<file path="src/rtl/sb_pkg.sv">
package sb_pkg;
  localparam int NUM_FU = 5;

  typedef enum logic [1:0] {
    OP_INT = 2'd0,
    OP_MUL = 2'd1,
    OP_ADD = 2'd2,
    OP_DIV = 2'd3
  } op_e;

  typedef enum logic [1:0] {
    ST_IDLE = 2'd0,
    ST_WAIT = 2'd1,
    ST_EXEC = 2'd2,
    ST_DONE = 2'd3
  } stage_e;

  // operation class served by each unit index
  function automatic op_e fu_class(input int idx);
    case (idx)
      0:       return OP_INT;
      1, 2:    return OP_MUL;
      3:       return OP_ADD;
      default: return OP_DIV;
    endcase
  endfunction
endpackage

</file>
<file path="src/rtl/sb_reg_status.sv">
module sb_reg_status #(
  parameter int NUM_REGS = 16,
  parameter int QW       = 3,
  parameter int NONE     = 5,
  localparam int RW      = $clog2(NUM_REGS)
) (
  input  logic          clk,
  input  logic          rst,
  input  logic [RW-1:0] rd_a_addr,
  output logic [QW-1:0] rd_a_data,
  input  logic [RW-1:0] rd_b_addr,
  output logic [QW-1:0] rd_b_data,
  input  logic [RW-1:0] rd_c_addr,
  output logic [QW-1:0] rd_c_data,
  input  logic          set_en,
  input  logic [RW-1:0] set_addr,
  input  logic [QW-1:0] set_val,
  input  logic          clr_en,
  input  logic [RW-1:0] clr_addr
);
  logic [QW-1:0] owner [NUM_REGS];

  assign rd_a_data = owner[rd_a_addr];
  assign rd_b_data = owner[rd_b_addr];
  assign rd_c_data = owner[rd_c_addr];

  always_ff @(posedge clk) begin
    if (rst) begin
      for (int r = 0; r < NUM_REGS; r++) owner[r] <= QW'(NONE);
    end else begin
      if (clr_en) owner[clr_addr] <= QW'(NONE);
      if (set_en) owner[set_addr] <= set_val;
    end
  end
endmodule

</file>
<file path="src/rtl/sb_fu_timer.sv">
module sb_fu_timer #(
  parameter int LAT = 4,
  localparam int CW = $clog2(LAT + 1)
) (
  input  logic clk,
  input  logic rst,
  input  logic load,
  output logic expired
);
  logic [CW-1:0] cnt;

  assign expired = (cnt == CW'(1));

  always_ff @(posedge clk) begin
    if (rst)             cnt <= '0;
    else if (load)       cnt <= CW'(LAT);
    else if (cnt != '0)  cnt <= cnt - CW'(1);
  end
endmodule

</file>
<file path="src/rtl/sb_wb_arbiter.sv">
module sb_wb_arbiter #(
  parameter int N  = 5,
  parameter int IW = 3
) (
  input  logic [N-1:0]  req,
  output logic [N-1:0]  gnt,
  output logic [IW-1:0] idx,
  output logic          any
);
  always_comb begin
    gnt = '0;
    idx = '0;
    any = 1'b0;
    for (int i = N - 1; i >= 0; i--) begin
      if (req[i]) begin
        gnt    = '0;
        gnt[i] = 1'b1;
        idx    = IW'(i);
        any    = 1'b1;
      end
    end
  end
endmodule

</file>
<file path="src/rtl/sb_issue_ctrl.sv">
module sb_issue_ctrl
  import sb_pkg::*;
#(
  parameter int NUM_REGS = 16,
  parameter int TAG_W    = 4,
  parameter int LAT_INT  = 1,
  parameter int LAT_MUL  = 8,
  parameter int LAT_ADD  = 2,
  parameter int LAT_DIV  = 6,
  localparam int RW      = $clog2(NUM_REGS),
  localparam int QW      = $clog2(NUM_FU + 1)
) (
  input  logic                    clk,
  input  logic                    rst,
  input  logic                    in_valid,
  input  logic [1:0]              in_op,
  input  logic [RW-1:0]           in_dst,
  input  logic [RW-1:0]           in_src1,
  input  logic [RW-1:0]           in_src2,
  output logic                    issue_stall,
  output logic [NUM_FU-1:0]       start_vld,
  output logic [NUM_FU*RW-1:0]    start_dst,
  output logic [NUM_FU*RW-1:0]    start_src1,
  output logic [NUM_FU*RW-1:0]    start_src2,
  output logic [NUM_FU-1:0]       wr_grant,
  output logic [RW-1:0]           wr_reg,
  output logic [NUM_FU*2-1:0]     dbg_stage,
  output logic [NUM_FU*TAG_W-1:0] dbg_tag
);
  localparam logic [QW-1:0] NONE = QW'(NUM_FU);

  // unit status table
  stage_e          stage [NUM_FU];
  logic [RW-1:0]   fi    [NUM_FU];
  logic [RW-1:0]   fj    [NUM_FU];
  logic [RW-1:0]   fk    [NUM_FU];
  logic [QW-1:0]   qj    [NUM_FU];
  logic [QW-1:0]   qk    [NUM_FU];
  logic            rj    [NUM_FU];
  logic            rk    [NUM_FU];
  logic [TAG_W-1:0] tag  [NUM_FU];
  logic [TAG_W-1:0] tag_ctr;

  logic [RW-1:0]   sd  [NUM_FU];
  logic [RW-1:0]   ss1 [NUM_FU];
  logic [RW-1:0]   ss2 [NUM_FU];

  // register result status lookups
  logic [QW-1:0] dst_owner, src1_owner, src2_owner;

  // issue selection
  logic [QW-1:0] cand;
  logic          cand_found;
  logic          issue_ok, issue_fire;

  // per-unit control
  logic [NUM_FU-1:0] read_go, expired, no_war, wr_req, wr_gnt;
  logic [QW-1:0]     wr_idx;
  logic              wr_any;

  sb_reg_status #(
    .NUM_REGS (NUM_REGS),
    .QW       (QW),
    .NONE     (NUM_FU)
  ) u_regstat (
    .clk       (clk),
    .rst       (rst),
    .rd_a_addr (in_dst),
    .rd_a_data (dst_owner),
    .rd_b_addr (in_src1),
    .rd_b_data (src1_owner),
    .rd_c_addr (in_src2),
    .rd_c_data (src2_owner),
    .set_en    (issue_fire),
    .set_addr  (in_dst),
    .set_val   (cand),
    .clr_en    (wr_any),
    .clr_addr  (fi[wr_idx])
  );

  // lowest idle unit of the requested class
  always_comb begin
    cand       = NONE;
    cand_found = 1'b0;
    for (int i = NUM_FU - 1; i >= 0; i--) begin
      if (fu_class(i) == op_e'(in_op) && stage[i] == ST_IDLE) begin
        cand       = QW'(i);
        cand_found = 1'b1;
      end
    end
  end

  assign issue_ok    = cand_found && (dst_owner == NONE);
  assign issue_fire  = in_valid && issue_ok;
  assign issue_stall = in_valid && !issue_ok;

  // operand read and write-after-read screening
  always_comb begin
    for (int i = 0; i < NUM_FU; i++) begin
      read_go[i] = (stage[i] == ST_WAIT) && rj[i] && rk[i];
      no_war[i]  = 1'b1;
      for (int j = 0; j < NUM_FU; j++) begin
        if (j != i && stage[j] == ST_WAIT &&
            ((fj[j] == fi[i] && rj[j]) || (fk[j] == fi[i] && rk[j])))
          no_war[i] = 1'b0;
      end
      wr_req[i] = (stage[i] == ST_DONE) && no_war[i];
    end
  end

  sb_wb_arbiter #(
    .N  (NUM_FU),
    .IW (QW)
  ) u_arb (
    .req (wr_req),
    .gnt (wr_gnt),
    .idx (wr_idx),
    .any (wr_any)
  );

  generate
    for (genvar g = 0; g < NUM_FU; g++) begin : g_fu
      localparam int LAT_G = (fu_class(g) == OP_INT) ? LAT_INT :
                             (fu_class(g) == OP_MUL) ? LAT_MUL :
                             (fu_class(g) == OP_ADD) ? LAT_ADD : LAT_DIV;
      sb_fu_timer #(.LAT(LAT_G)) u_timer (
        .clk     (clk),
        .rst     (rst),
        .load    (read_go[g]),
        .expired (expired[g])
      );
      assign dbg_stage[g*2 +: 2]          = stage[g];
      assign dbg_tag[g*TAG_W +: TAG_W]    = tag[g];
      assign start_dst[g*RW +: RW]        = sd[g];
      assign start_src1[g*RW +: RW]       = ss1[g];
      assign start_src2[g*RW +: RW]       = ss2[g];
    end
  endgenerate

  always_ff @(posedge clk) begin
    if (rst) begin
      for (int i = 0; i < NUM_FU; i++) begin
        stage[i] <= ST_IDLE;
        fi[i]    <= '0;
        fj[i]    <= '0;
        fk[i]    <= '0;
        qj[i]    <= NONE;
        qk[i]    <= NONE;
        rj[i]    <= 1'b0;
        rk[i]    <= 1'b0;
        tag[i]   <= '0;
        sd[i]    <= '0;
        ss1[i]   <= '0;
        ss2[i]   <= '0;
      end
      tag_ctr   <= '0;
      start_vld <= '0;
      wr_grant  <= '0;
      wr_reg    <= '0;
    end else begin
      for (int i = 0; i < NUM_FU; i++) begin
        case (stage[i])
          ST_IDLE: begin
            if (issue_fire && cand == QW'(i)) begin
              stage[i] <= ST_WAIT;
              fi[i]    <= in_dst;
              fj[i]    <= in_src1;
              fk[i]    <= in_src2;
              tag[i]   <= tag_ctr;
              if (src1_owner != NONE && !(wr_any && src1_owner == wr_idx)) begin
                qj[i] <= src1_owner;
                rj[i] <= 1'b0;
              end else begin
                qj[i] <= NONE;
                rj[i] <= 1'b1;
              end
              if (src2_owner != NONE && !(wr_any && src2_owner == wr_idx)) begin
                qk[i] <= src2_owner;
                rk[i] <= 1'b0;
              end else begin
                qk[i] <= NONE;
                rk[i] <= 1'b1;
              end
            end
          end
          ST_WAIT: begin
            if (read_go[i]) begin
              stage[i] <= ST_EXEC;
              rj[i]    <= 1'b0;
              rk[i]    <= 1'b0;
            end else begin
              if (wr_any && qj[i] == wr_idx) begin
                rj[i] <= 1'b1;
                qj[i] <= NONE;
              end
              if (wr_any && qk[i] == wr_idx) begin
                rk[i] <= 1'b1;
                qk[i] <= NONE;
              end
            end
          end
          ST_EXEC: if (expired[i]) stage[i] <= ST_DONE;
          default: if (wr_gnt[i])  stage[i] <= ST_IDLE;
        endcase

        start_vld[i] <= read_go[i];
        if (read_go[i]) begin
          sd[i]  <= fi[i];
          ss1[i] <= fj[i];
          ss2[i] <= fk[i];
        end
      end

      if (issue_fire) tag_ctr <= tag_ctr + TAG_W'(1);
      wr_grant <= wr_gnt;
      wr_reg   <= wr_any ? fi[wr_idx] : '0;
    end
  end
endmodule

</file>
<file path="config.mk">
export PLATFORM = sky130hd
export DESIGN_NAME = sb_issue_ctrl
export DESIGN_NICKNAME = d
export VERILOG_FILES = /design/src/rtl/sb_pkg.sv /design/src/rtl/sb_reg_status.sv /design/src/rtl/sb_fu_timer.sv /design/src/rtl/sb_wb_arbiter.sv /design/src/rtl/sb_issue_ctrl.sv
export SDC_FILE = /design/constraint.sdc
export NUM_CORES = 1
export LEC_CHECK = 0
export ABC_AREA = 1
export BUFFER_PORTS_ARGS = -buffer_cell sky130_fd_sc_hd__buf_2
export CORE_AREA = 4 4 217 219
export CTS_BUF_LIST = sky130_fd_sc_hd__clkbuf_8
export DETAILED_ROUTE_END_ITERATION = 16
export DIE_AREA = 0 0 221 223
export HOLD_SLACK_MARGIN = 0.15
export PLACE_DENSITY = 0.62
export SYNTH_ARGS = -nofsm -noshare
export SYNTH_HDL_FRONTEND = slang
export SYNTH_SLANG_ARGS = --single-unit
</file>
<file path="constraint.sdc">
create_clock -name clk -period 2.5 [get_ports clk]
set_input_delay 0.375 -clock clk [delete_from_list [all_inputs] [get_ports clk]]
set_output_delay 0.375 -clock clk [all_outputs]
set_load 0.005 [all_outputs]
</file>
* Word level (Yosys, flattened, before mapping)
Memories as Yosys holds them, arrays and structs flattened.
Index checks and enable logic that the tools add are counted.
W data, S select, Z words.
** Word-level totals
- Input port bits :: 17
- Register bits :: 32
- Bits in writable memories :: 238
- Output and inout bits :: 105
- Word-level logic and storage cells :: 809
- Memories kept :: 13
** Operators by class
- Add/sub/neg operators :: 6
- Bitwise operators :: 126
- Mux-type cells :: 418
- Equality and inequality tests :: 81
- Reduce and logical (&&, ||, !) cells :: 152
** Memory list
- u_regstat.owner :: depth 16, width 3, read ports 3, clocked after memory_dff 0, wr ports 16, line sb_reg_status.sv:21 : logic [QW-1:0] owner [NUM_REGS];
- fi :: depth 5, width 4, read ports 6, clocked after memory_dff 0, wr ports 5, line sb_issue_ctrl.sv:34 : logic [RW-1:0] fi [NUM_FU];
- fj :: depth 5, width 4, read ports 5, clocked after memory_dff 0, wr ports 5, line sb_issue_ctrl.sv:35 : logic [RW-1:0] fj [NUM_FU];
- fk :: depth 5, width 4, read ports 5, clocked after memory_dff 0, wr ports 5, line sb_issue_ctrl.sv:36 : logic [RW-1:0] fk [NUM_FU];
- sd :: depth 5, width 4, read ports 5, clocked after memory_dff 0, wr ports 5, line sb_issue_ctrl.sv:44 : logic [RW-1:0] sd [NUM_FU];
- ss1 :: depth 5, width 4, read ports 5, clocked after memory_dff 0, wr ports 5, line sb_issue_ctrl.sv:45 : logic [RW-1:0] ss1 [NUM_FU];
- +7 memories
** Operator list (count)
- $mux W1 :: 307
- $mux W4 :: 41
- $eq A4 B4 Y1 :: 40
- $mux W3 :: 43
- $or A1 B1 Y1 :: 125
- $logic_and A1 B1 Y1 :: 102
- $mux W2 :: 22
- $eq A3 B3 Y1 :: 12
- $mux W5 :: 5
- $reduce_or A3 Y1 :: 7
- $eq A2 B2 Y1 const B :: 10
- $logic_or A1 B1 Y1 :: 20
- $eq A2 B1 Y1 const B :: 6
- $logic_not A2 Y1 :: 6
- $reduce_bool A2 Y1 :: 5
- $reduce_or A2 Y1 :: 5
- $eq A4 B1 Y1 const B :: 2
- $reduce_bool A4 Y1 :: 2
- $sub A4 B1 Y4 const B :: 2
- $eq A3 B1 Y1 const B :: 2
- $eq A3 B2 Y1 const B :: 2
- $eq A3 B3 Y1 const B :: 2
- $ne A3 B3 Y1 const B :: 2
- $add A4 B1 Y4 const B :: 1
- 9 further kinds :: 12

* Depth between registers and ports, before layout
Gate-level depths: netlist (run 1).
An unclocked memory read counts as a cell.
- Word-level depth :: 28
- Gate-level depth with buffers :: 25
- Mapped depth without buffers :: 23

* Cells and area by module
From an unflattened synthesis (run 1), not the netlist that was laid out.
** Second synthesis, totals
- Cell total of the unflattened synthesis :: 1861
- Area total of the unflattened synthesis :: 15456.1 um2
** Modules (own cells, without submodules)
- sb_issue_ctrl :: times used 1, cells an instance 1189, area an instance 10856.7 um2, seq. area each 6005.8 um2
- sb_reg_status :: times used 1, cells an instance 556, area an instance 3697.3 um2, seq. area each 1441.4 um2
- sb_fu_timer (g_fu[1].u_timer ...) :: times used 2, cells an instance 29, area an instance 261.5 um2, seq. area each 80.1 um2
- sb_fu_timer (g_fu[4].u_timer) :: times used 1, cells an instance 25, area an instance 185.2 um2, seq. area each 60.1 um2
- sb_wb_arbiter :: times used 1, cells an instance 18, area an instance 85.1 um2, seq. area each 0.0 um2
- sb_fu_timer (g_fu[3].u_timer) :: times used 1, cells an instance 12, area an instance 78.8 um2, seq. area each 40.0 um2
- sb_fu_timer (g_fu[0].u_timer) :: times used 1, cells an instance 3, area an instance 30.0 um2, seq. area each 20.0 um2

* Least setup slack after synthesis (run 1)
No wires, ideal clock.
- Path kind :: register to register
- From :: memory fi[3][0] (netlist bit)
- To :: memory u_regstat.owner[8][0], enable pin
- Buffers on the path :: 4
- Setup time :: 0.302 ns
- Arrival time :: 2.334 ns
- Stages on the path, launching flop included :: 24
- Path slack :: -0.136 ns
- Required time :: 2.198 ns
- Period minus slack after synthesis :: 2.636 ns
- Cells stage by stage :: edfxtp_1 -> buf_6 -> inv_4 -> buf_6 -> nand2_1 -> nand2_1 -> nor2_1 -> nand3b_1 -> nand2_1 -> nand2_1 -> nand3_2 -> nor2_4 -> nand3_2 -> nand2_4 -> buf_8 -> buf_8 -> nand2_1 -> o211ai_2 -> nand2_1 -> nand2_1 -> nand2_2 -> nor2_4 -> nand2_1 -> nand2_1
** RTL lines (line)
- start, declared :: sb_issue_ctrl.sv:34
- end, declared :: sb_reg_status.sv:21

==> results.md, run 1 <==
- Least-Margin Pin Slew: 0.761 ns
- Placed Area: 0.0200 mm²
- Via density: 5.11
- Slew Viols, Final: 0
- Status: complete, but fails checks
- H-tree Lvls: 2
- Cell Pwr Density: 573 mW/mm²
- Number of flip-flops in the largest register: 48
- DR iter-0 viols: 1414
- Mapped Area: 0.0157 mm²
- Tot Pwr: 13.9 mW
- Synth top area cells: edfxtp_1 (44%), nand2_1 (13%), nor2_1 (8.0%)
- Max Clk Rate: 316 MHz
- Avg WL per Cell: 20.0 µm
- Critical path's largest stage delay: 0.46 ns
- Synth Area in Simple Gates: 0.308
- Final Hold Fails: 0
- # IOs: 122
- Buffers and inverters on the worst path: 5
- Post-Place Cells: 3023
- Mux share of post-synthesis cell area: 0
- Setup-violating endpoint count in the final report: 387
- Req. time, crit path: 2.87 ns
- Main combinational cell family by area after synthesis: simple AND/OR/NAND/NOR gates
- Die span in y: 223 µm
- Number of flops mapped to enable cells by yosys: 232
- Slowest CP cell: edfxtp_1
- Via count: 16500
- Hold crit path type: input port to register
- Slack of the critical path: -0.669 ns
- Max FO, Critical Path: 6
- Static Leakage: 11.0 nW
- Cell with the most instances on the worst path: nand2_1
- Area of the core: 0.0451 mm²
- Top FF cell, synth: edfxtp_1
- Grt total ovfl: 0
- Fraction of registers with async set/reset: 0
- VDD IR max: 0.349 mV
- IO buf count: 121
- Initial antenna violation count: 0
- First-pass GRT wire length: 93.7 mm
- Vias in the first global route: 15900
- DRC: 0
- CTS root buf: clkbuf_8
- Most frequent cells in the layout: nand2_1 (406), buf_4 (371), nor2_1 (264), edfxtp_1 (232), inv_1 (171)
- Worst-Skew Late Latency: 0.65 ns
- Syn-to-layout area delta: 54.7%
- Crit path launch type: register
- Post-synth top area share: 0.445
- #FFs+latches synth: 269
- Final core utilization: 0.537
- Crit Path Class: register to register
- Synth cell types: 48
- Post-DP HPWL: 45.6 mm
- Final instance area: 0.0242 mm²
- CTS sink count: 269
- Total inserted antenna cells: 0
- Register area share after synthesis: 0.492
- Clk_skew: 0.0477 ns
- GRT Overall Usage: 0.245
- Layout Nets: 2624
- Clk pin slew, worst setup/hold paths: 0.07 ns
- Drt pass-1 iters: 5
- CTS tree: built
- CTS buffer count: 48
- Syn Area/Cell: 7.97 µm²
- Cell taking the most area after synthesis: edfxtp_1
- Largest Register: u_regstat.owner
- Fin crit period: 3.17 ns
- Fin cells: 3235
- Slew Limit Headroom: 0.490
- Worst setup EP type: register
- XOR/XNOR Fraction of Synth Area: 0.0251
- Die Width: 221 µm
- RSZ-0062 raised after global routing: yes
- Arrival @ worst endpoint: 3.54 ns
- Violated checks: setup timing
- Ys Warns: 0
- CTS Buffer Depth: 3
- Final Wtd Congestion: 0.978
- Worst-path cell chain: inv_4 -> buf_4 -> nand2_1 -> nand2_1 -> nor2_1 -> nand3b_1 -> nand2_1 -> nand2_1 -> nand2_1 -> nor2_1 -> nand2_2 -> nand2_2 -> nand2_4 -> nand2_4 -> buf_12 -> buf_8 -> nand2_1 -> nand2_1 -> nand3_2 -> nand2_2 -> nor2_4 -> buf_4 -> nand3_4 -> nand3_1
- MaxCap Viol Count: 0
- Die ar.: 0.0493 mm²
- Hold_buf cts: 0
- Antenna-violating nets left: 0
- Post-Route WL: 64.7 mm
- Compound-Gate Fraction of Synth Area: 0.0823
- Worst Hold Slack: 0.210 ns
- CP top delay family: simple AND/OR/NAND/NOR gates
- Layout cells sized above 1: 0.433
- Initial Util: 0.347
- Pin count of the biggest net entering global routing: 44
- Final period util: 1.27
- Most common cell after layout, fill and taps aside: nand2_1
- Synth Instances: 1966
- Syn Nets: 1992
- Post-synthesis adder-cell area fraction: 0.00719
- # rows: 78
-- per-stage QoR --
step | TNS [ns] | worst slack [ns]
floorplan | -4.27 | -0.114
global placement | -120.39 | -0.645
detailed placement | -131.26 | -0.698
CTS | -88.62 | -0.524
global route | -173.68 | -0.804
finish | -124.91 | -0.669
-- worst min-delay path, delay by kind of cell --
kind	cells	cell delay [ns]
buffers and inverters	2	0.29
AND/OR/NAND/NOR	1	0.12
-- final cells by class --
| type | instances | area (µm²) |
|---|---|---|
| Tap cell | 600 | 751 |
| Clock inverter | 37 | 189 |
| Clock buffer | 50 | 688 |
| Timing Repair inverter | 2 | 15.0 |
| Fill cell | 3997 | 20900 |
| Multi-Input combinational cell | 1399 | 8360 |
| Inverter | 228 | 943 |
| Sequential cell | 269 | 7710 |
| Timing Repair Buffer | 650 | 5580 |
-- metal layers --
| layer | track usage | part of all wire |
|---|---|---|
| met2 | 0.409 | 0.48 |
| met3 | 0.0418 | 0.088 |
| met1 | 0.315 | 0.39 |
| met5 | 0 | 0 |
| met4 | 0.109 | 0.047 |
-- synth_stat cells, types with 16 or more instances --
cell type / n
xnor2_1: 34
nand2_2: 26
dfxtp_1: 37
nand3_1: 99
nand2_1: 545
inv_1: 186
o21ai_0: 102
clkbuf_1: 30
nor2_1: 334
nand4_1: 25
edfxtp_1: 232
nor3_1: 36
a21oi_1: 51
o21ai_1: 16
inv_2: 32
-- kinds of logic (layout without fill, tap and decap cells) --
group                    after synthesis  after routing
AND/OR/NAND/NOR                     1119           1123
buffers and inverters                302            967
AO/OA/AOI/OAI                        223            223
adder cells (fa/ha/maj)                9              9
flip-flops                           269            269
XOR/XNOR                              44             44
-- worst paths after layout --
check                                        endpoint  slack, ns  cells past startpoint                           startpoint
setup / recovery               qj[2][2]$_SDFFCE_PP1P_      -0.67                     24                   fi[2][1]$_DFFE_PP_
hold / removal                 wr_grant[1]$_SDFF_PP0_       0.21                      3                                  rst
setup reg to reg               qj[2][2]$_SDFFCE_PP1P_      -0.67                     24                   fi[2][1]$_DFFE_PP_
hold reg to reg   g_fu[3].u_timer.cnt[0]$_SDFFE_PP0P_       0.47                      1  g_fu[3].u_timer.cnt[0]$_SDFFE_PP0P_
-- where the power goes --
group	total [mW]	switching (mW)	internal, mW	leakage (nW)
registers	5.40	0.212	5.19	2.53
logic	4.58	2.66	1.92	7.97
clock network	3.91	1.95	1.96	0.517
-- repair_timing --
action	CTS	global route
setup buffers	78	49
gates resized for setup	318	284
setup endpoints to repair	354	398
pin swaps	58	94
gates cloned	9	3
(Power assumes the default switching activity.)
==> run 2, diff against run 1 <==
--- a/config.mk
+++ b/config.mk
@@ -7,12 +7,13 @@
 export LEC_CHECK = 0
 export ABC_AREA = 1
 export BUFFER_PORTS_ARGS = -buffer_cell sky130_fd_sc_hd__buf_2
-export CORE_AREA = 4 4 217 219
+export CORE_AREA = 4 4 203 205
 export CTS_BUF_LIST = sky130_fd_sc_hd__clkbuf_8
 export DETAILED_ROUTE_END_ITERATION = 16
-export DIE_AREA = 0 0 221 223
+export DIE_AREA = 0 0 207 209
 export HOLD_SLACK_MARGIN = 0.15
-export PLACE_DENSITY = 0.62
+export PLACE_DENSITY = 0.68
 export SYNTH_ARGS = -nofsm -noshare
 export SYNTH_HDL_FRONTEND = slang
 export SYNTH_SLANG_ARGS = --single-unit
+export TNS_END_PERCENT = 10
==> run 2 against run 1 <==
- the run still ends with setup timing left
- hold slack worse by 0.033 ns
- cell count down 5.1%
- global-route usage rose by 1.6 points
- core utilization rose by 3.2 points
- wire length down 8.0%
- sequential cell count stayed put
- setup slack gained 0.10 ns
- register-to-register slack improved by 0.10 ns
- sequential power is essentially flat
- clock-buffer cell count is 1 higher
- critical path type unchanged
- highest routed layer unchanged
==> results.md, run 2 (same netlist as run 1, synthesis figures left out) <==
- First-pass GRT wire length: 88.7 mm (was 93.7 mm)
- Final instance area: 0.0225 mm² (was 0.0242 mm²)
- Crit Path Class: register to register (unchanged)
- Slack of the critical path: -0.568 ns (was -0.669 ns)
- Worst Hold Slack: 0.176 ns (was 0.210 ns)
- VDD IR max: 0.493 mV (was 0.349 mV)
- Slack of the worst reg-to-reg path: -0.57 ns (was -0.67 ns)
- Worst Hold End: g_fu[3].u_timer.cnt[1]$_SDFFE_PP0P_ (was wr_grant[1]$_SDFF_PP0_)
- Post-Place Cells: 2939 (was 3023)
- Vias in the first global route: 15500 (was 15900)
- Pin count of the biggest net entering global routing: 61 (was 44)
- CTS buffer count: 46 (was 48)
- # IOs: 122 (unchanged)
- Post-DP HPWL: 44.0 mm (was 45.6 mm)
- Via count: 16000 (was 16500)
- Die Width: 207 µm (was 221 µm)
- Post-Route WL: 59.6 mm (was 64.7 mm)
- Final period util: 1.23 (was 1.27)
- Grt total ovfl: 0 (unchanged)
- GRT Overall Usage: 0.261 (was 0.245)
- Clk_skew: 0.0377 ns (was 0.0477 ns)
- Avg WL per Cell: 19.4 µm (was 20.0 µm)
- Total inserted antenna cells: 0 (unchanged)
- Most common cell after layout, fill and taps aside: nand2_1 (unchanged)
- Static Leakage: 10.5 nW (was 11.0 nW)
- Reg-to-Reg Start: fi[0][1]$_DFFE_PP_ (was fi[2][1]$_DFFE_PP_)
- Die ar.: 0.0433 mm² (was 0.0493 mm²)
- Most frequent cells in the layout: nand2_1 (448), buf_4 (381), nor2_1 (281), edfxtp_1 (232), inv_1 (190) (was nand2_1 (406), buf_4 (371), nor2_1 (264), edfxtp_1 (232), inv_1 (171))
- Crit path launch type: register (unchanged)
- Antenna-violating nets left: 0 (unchanged)
- Tot Pwr: 14.0 mW (was 13.9 mW)
- Drt pass-1 iters: 5 (unchanged)
- CTS Buffer Depth: 3 (unchanged)
- RSZ-0062 raised after global routing: yes (unchanged)
- Total Neg Setup Slack: -71.95 ns (was -124.91 ns)
- # rows: 73 (was 78)
- H-tree Lvls: 2 (unchanged)
- Syn-to-layout area delta: 43.4% (was 54.7%)
- MaxCap Viol Count: 0 (unchanged)
- Violated checks: setup timing (unchanged)
- Layout Nets: 2534 (was 2624)
- Setup-violating endpoint count in the final report: 244 (was 387)
- Area of the core: 0.0395 mm² (was 0.0451 mm²)
- DR iter-0 viols: 1630 (was 1414)
- Status: complete, but fails checks (unchanged)
- Max FO, Critical Path: 8 (was 6)
- Fin cells: 3071 (was 3235)
- Placed Area: 0.0198 mm² (was 0.0200 mm²)
- R2R depth: 21 (was 24)
- CTS tree: built (unchanged)
- Hold_buf cts: 0 (unchanged)
- IO buf count: 121 (unchanged)
- Placement Setup Slack: -0.819 ns (was -0.698 ns)
- CTS sink count: 269 (unchanged)
- Die span in y: 209 µm (was 223 µm)
- Final Wtd Congestion: 1.04 (was 0.978)
- Number of fill cells: 3511 (was 3997)
- Final Hold Fails: 0 (unchanged)
- Initial antenna violation count: 0 (unchanged)
- Worst-Skew Late Latency: 0.64 ns (was 0.65 ns)
- CTS root buf: clkbuf_8 (unchanged)
- Clk pin slew, worst setup/hold paths: 0.07 ns (about the same)
- Slew Limit Headroom: 0.551 (was 0.490)
- Largest Register: u_regstat.owner (unchanged)
- Least-Margin Pin Slew: 0.668 ns (was 0.761 ns)
- Layout cells sized above 1: 0.375 (was 0.433)
- Number of flip-flops in the largest register: 48 (unchanged)
- Initial Util: 0.397 (was 0.347)
- R2r endpoint: qk[2][1]$_SDFFCE_PP0P_ (was qj[2][2]$_SDFFCE_PP1P_)
- Req. time, crit path: 2.90 ns (was 2.87 ns)
- Hold crit path type: input port to register (unchanged)
- Final core utilization: 0.569 (was 0.537)
- Arrival @ worst endpoint: 3.46 ns (was 3.54 ns)
- Hold path depth: 4 (was 3)
- Via density: 5.21 (was 5.11)
- Max Clk Rate: 326 MHz (was 316 MHz)
- Slew Viols, Final: 0 (unchanged)
- DRC: 0 (unchanged)
- Fin crit period: 3.07 ns (was 3.17 ns)
- Hold_sp: rst (unchanged)
- Worst setup EP type: register (unchanged)
- Cell Pwr Density: 622 mW/mm² (was 573 mW/mm²)
-- run 2: cell count changes in the layout (fill, tap and decap cells not counted), sizes merged --
cell,delta
clkinvlp,-4
clkinv,-4
clkbuf,-1
buf,-83
inv,-2
bufinv,+6
nor2,-1
-- run 2: worst max-delay path, stage by stage (launching register included) --
cell,delay (ns)
edfxtp_1,0.52
buf_6,0.19
nand2_2,0.08
o21ai_2,0.05
nor2_1,0.11
nand3_1,0.11
a21boi_2,0.27
nor2_4,0.07
nand2_4,0.16
nand3_4,0.14
nand2_8,0.12
buf_12,0.13
buf_8,0.13
nand2_1,0.06
nand2_1,0.06
nor2_1,0.04
nand2_1,0.10
nand2_2,0.09
nor2_4,0.13
nand3_4,0.13
nand2_1,0.10
nor2_1,0.04
-- run 2: final cells by class --
cell class / count / area [µm²] / share of cell area
Clock buffer: 51 / 702 / 0.0313
Timing Repair Buffer: 565 / 4480 / 0.199
Sequential cell: 269 / 7710 / 0.343
Clock inverter: 35 / 335 / 0.0149
Tap cell: 525 / 657 / 0.0292
Multi-Input combinational cell: 1398 / 7670 / 0.341
Inverter: 228 / 910 / 0.0405
-- run 2: what timing repair did --
item                                   in CTS  in global routing
setup endpoints to repair                 354                354
cloned                                      4                  1
gates resized for setup                   167                166
endpoints found under the hold margin       0                  0
pin swaps                                  30                 73
buffers inserted                           21                 21
-- run 2: how the worst max path moves through the flow --
stage,end,from,slack [ns],depth (start not counted)
4_1_cts,qj[0][1]$_SDFFCE_PP0P_,fi[0][1]$_DFFE_PP_,-0.45,20
6_report,qk[2][1]$_SDFFCE_PP0P_,fi[0][1]$_DFFE_PP_,-0.57,21
3_5_place_dp,stage[0][0]$_SDFFCE_PP0P_,stage[3][0]$_SDFFCE_PP0P_,-0.82,18
5_1_grt,qk[2][1]$_SDFFCE_PP0P_,fi[0][1]$_DFFE_PP_,-0.72,21
2_1_floorplan,u_regstat.owner[5][0]$_SDFFCE_PN1P_,fi[3][0]$_DFFE_PP_,-0.12,23
3_3_place_gp,stage[0][0]$_SDFFCE_PP0P_,stage[3][0]$_SDFFCE_PP0P_,-0.77,18
-- run 2: where the power goes --
group	internal [mW]	switching [mW]
clock network	2.61	1.93
logic	1.66	2.38
registers	5.19	0.216
total	9.45	4.53
-- run 2: layer usage --
layer	part of all wire	track usage
met1	0.40	0.339
met2	0.46	0.422
met3	0.084	0.0498
met4	0.052	0.126
met5	0	0
==> run 3, diff against run 2 <==
--- a/config.mk
+++ b/config.mk
@@ -7,12 +7,15 @@
 export LEC_CHECK = 0
 export ABC_AREA = 1
 export BUFFER_PORTS_ARGS = -buffer_cell sky130_fd_sc_hd__buf_2
-export CORE_AREA = 4 4 203 205
+export CELL_PAD_IN_SITES_DETAIL_PLACEMENT = 0
+export CELL_PAD_IN_SITES_GLOBAL_PLACEMENT = 1
+export CORE_AREA = 4 4 167 250
 export CTS_BUF_LIST = sky130_fd_sc_hd__clkbuf_8
 export DETAILED_ROUTE_END_ITERATION = 16
-export DIE_AREA = 0 0 207 209
+export DIE_AREA = 0 0 171 254
+export GPL_TIMING_DRIVEN = 1
 export HOLD_SLACK_MARGIN = 0.15
-export PLACE_DENSITY = 0.68
+export PLACE_DENSITY = 0.83
 export SYNTH_ARGS = -nofsm -noshare
 export SYNTH_HDL_FRONTEND = slang
 export SYNTH_SLANG_ARGS = --single-unit
==> run 3 against run 2 <==
- the flow still finishes with violations (setup timing)
- wire length grew 4.8%
- via count shrank 1.1%
- combinational power increased by 3%
- setup slack got worse by 0.030 ns
- clock-buffer cell count is 5 lower
- power shrank 0.23%
- maximum frequency decreased by 0.97%
- hold slack improved by 0.013 ns
- largest cell class unchanged
==> results.md, run 3 (same netlist as run 1, synthesis figures left out) <==
- Setup-violating endpoint count in the final report: 212 (was 244)
- Number of flip-flops in the largest register: 48 (unchanged)
- Final core utilization: 0.570 (was 0.569)
- Via count: 15800 (was 16000)
- Post-DP HPWL: 47.8 mm (was 44.0 mm)
- Die ar.: 0.0434 mm² (was 0.0433 mm²)
- Syn-to-layout area delta: 43.5% (was 43.4%)
- R2r endpoint: qk[0][1]$_SDFFCE_PP0P_ (was qk[2][1]$_SDFFCE_PP0P_)
- First-pass GRT wire length: 91.1 mm (was 88.7 mm)
- R2R depth: 19 (was 21)
- RSZ-0062 raised after global routing: yes (unchanged)
- CTS tree: built (unchanged)
- H-tree Lvls: 2 (unchanged)
- Cell Pwr Density: 621 mW/mm² (was 622 mW/mm²)
- Initial antenna violation count: 2 (was 0)
- Worst setup EP type: register (unchanged)
- Slew Viols, Final: 0 (unchanged)
- Hold_sp: rst (unchanged)
- IO buf count: 121 (unchanged)
- Hold crit path type: input port to register (unchanged)
- MaxCap Viol Count: 0 (unchanged)
- Max Clk Rate: 323 MHz (was 326 MHz)
- Slew Limit Headroom: 0.546 (was 0.551)
- Clk pin slew, worst setup/hold paths: 0.06 ns (was 0.07 ns)
- Via density: 5.17 (was 5.21)
- Req. time, crit path: 2.86 ns (was 2.90 ns)
- Violated checks: setup timing (unchanged)
- Area of the core: 0.0394 mm² (was 0.0395 mm²)
- Most frequent cells in the layout: nand2_1 (458), buf_4 (413), nor2_1 (284), edfxtp_1 (232), inv_1 (179) (was nand2_1 (448), buf_4 (381), nor2_1 (281), edfxtp_1 (232), inv_1 (190))
- Tot Pwr: 13.9 mW (was 14.0 mW)
- Max FO, Critical Path: 8 (unchanged)
- Worst-path cell chain: buf_6 -> buf_4 -> xnor2_1 -> nand3_2 -> a21boi_2 -> nor2_4 -> nand2_4 -> nand2_4 -> nor2_8 -> buf_12 -> nand2_1 -> nand2_1 -> nor2_1 -> nand2_1 -> nand2_2 -> nor2_4 -> nand3_4 -> nand2_1 -> nor2_1 (was buf_6 -> nand2_2 -> o21ai_2 -> nor2_1 -> nand3_1 -> a21boi_2 -> nor2_4 -> nand2_4 -> nand3_4 -> nand2_8 -> buf_12 -> buf_8 -> nand2_1 -> nand2_1 -> nor2_1 -> nand2_1 -> nand2_2 -> nor2_4 -> nand3_4 -> nand2_1 -> nor2_1)
- Worst-Skew Late Latency: 0.62 ns (was 0.64 ns)
- # rows: 89 (was 73)
- Most common cell after layout, fill and taps aside: nand2_1 (unchanged)
- DRC: 0 (unchanged)
- Arrival @ worst endpoint: 3.46 ns (about the same)
- Avg WL per Cell: 20.4 µm (was 19.4 µm)
- Crit Path Class: register to register (unchanged)
- Largest Register: u_regstat.owner (unchanged)
- Critical path's largest stage delay: 0.55 ns (was 0.52 ns)
- Final Hold Fails: 0 (unchanged)
- GRT Overall Usage: 0.279 (was 0.261)
- Pin count of the biggest net entering global routing: 61 (unchanged)
- Layout cells sized above 1: 0.375 (about the same)
- Hold path depth: 4 (unchanged)
- Cell with the most instances on the worst path: nand2_1 (unchanged)
- Slack of the critical path: -0.599 ns (was -0.568 ns)
- Grt total ovfl: 0 (unchanged)
- Least-Margin Pin Slew: 0.679 ns (was 0.668 ns)
- CTS buffer count: 44 (was 46)
- Die span in y: 254 µm (was 209 µm)
- Layout Nets: 2553 (was 2534)
- Status: complete, but fails checks (unchanged)
- Slack of the worst reg-to-reg path: -0.60 ns (was -0.57 ns)
- CTS root buf: clkbuf_8 (unchanged)
- Initial Util: 0.397 (about the same)
- Post-Route WL: 62.4 mm (was 59.6 mm)
- CP top delay family: simple AND/OR/NAND/NOR gates (unchanged)
- DR iter-0 viols: 1121 (was 1630)
- Die Width: 171 µm (was 207 µm)
- CTS sink count: 269 (unchanged)
- Slowest CP cell: edfxtp_1 (unchanged)
- Fin crit period: 3.10 ns (was 3.07 ns)
- CTS Buffer Depth: 3 (unchanged)
- Static Leakage: 10.5 nW (about the same)
- Reg-to-Reg Start: fi[0][3]$_DFFE_PP_ (was fi[0][1]$_DFFE_PP_)
- Final period util: 1.24 (was 1.23)
- Crit path launch type: register (unchanged)
- Final Wtd Congestion: 1.03 (was 1.04)
- Vias in the first global route: 15400 (was 15500)
- Antenna-violating nets left: 0 (unchanged)
- Worst Hold End: g_fu[2].u_timer.cnt[3]$_SDFFE_PP0P_ (was g_fu[3].u_timer.cnt[1]$_SDFFE_PP0P_)
- VDD IR max: 0.544 mV (was 0.493 mV)
- Drt pass-1 iters: 5 (unchanged)
- Worst Hold Slack: 0.190 ns (was 0.176 ns)
- Clk_skew: 0.0378 ns (was 0.0377 ns)
- Buffers and inverters on the worst path: 3 (unchanged)
- # IOs: 122 (unchanged)
run 3: how the worst max path moves through the flow:
| stage | cells past startpoint | start | slack, ns | endpoint |
|---|---|---|---|---|
| after floorplan | 23 | fi[3][0]$_DFFE_PP_ | -0.12 | u_regstat.owner[5][0]$_SDFFCE_PN1P_ |
| after global placement | 19 | in_dst[1] | -1.10 | stage[4][0]$_DFFE_PP_ |
| after detailed placement | 19 | in_dst[1] | -1.14 | stage[4][0]$_DFFE_PP_ |
| after CTS | 21 | fi[3][2]$_DFFE_PP_ | -0.51 | u_regstat.owner[4][0]$_SDFFCE_PN1P_ |
| after global routing | 22 | fi[0][3]$_DFFE_PP_ | -0.71 | qk[0][1]$_SDFFCE_PP0P_ |
| final | 19 | fi[0][3]$_DFFE_PP_ | -0.60 | qk[0][1]$_SDFFCE_PP0P_ |
run 3: metal layers:
| layer | up-vias | wire (µm) | global-route usage |
|---|---|---|---|
| met5 | - | 0 | 0 |
| met4 | 0 | 5200 | 0.188 |
| met3 | 237 | 3480 | 0.0359 |
| met2 | 681 | 32200 | 0.506 |
| met1 | 7374 | 21500 | 0.297 |
| li1 | 7537 | - | - |
run 3: final cells by class:
cell class / count / area, µm²
inverters: 228 / 900
clock inverters: 35 / 347
multi-input cells: 1397 / 7700
repair buffers: 586 / 4550
flip-flops and latches: 269 / 7710
well taps: 500 / 626
repair inverters: 1 / 6.26
clock buffers: 46 / 633
diodes: 1 / 2.50
fillers: 3575 / 16900
run 3: repair_timing:
| action | in CTS | in global routing |
|---|---|---|
| endpoints found under the setup margin | 355 | 298 |
| setup buffers | 40 | 17 |
| hold buffers | 0 | 0 |
| resized for setup | 166 | 158 |
| pin swaps | 55 | 60 |
| cloned | 3 | 2 |
run 3: power by group:
part	switching, mW	total (mW)	internal (mW)
Sequential	0.214	5.40	5.19
Combinational	2.44	4.15	1.71
Clock	1.94	4.39	2.46
run 3: metrics by stage:
step                setup TNS, ns  instance area, µm²  setup slack, ns  instances
floorplan                   -6.54               15700           -0.125       1966
global placement          -240.37               19800            -1.10       2921
detailed placement        -267.36               19800            -1.14       2921
CTS                        -86.58               21800           -0.509       3044
global route               -96.53               22500           -0.715       3063
finish                     -70.80               22500           -0.599       3063
run 3: tightest hold or removal path: cells and delay by family:
| family | cells | cell delay, ns |
|---|---|---|
| AOI/OAI and AO/OA | 1 | 0.07 |
| buffers and inverters | 2 | 0.19 |
| and+or+nand+nor | 1 | 0.08 |
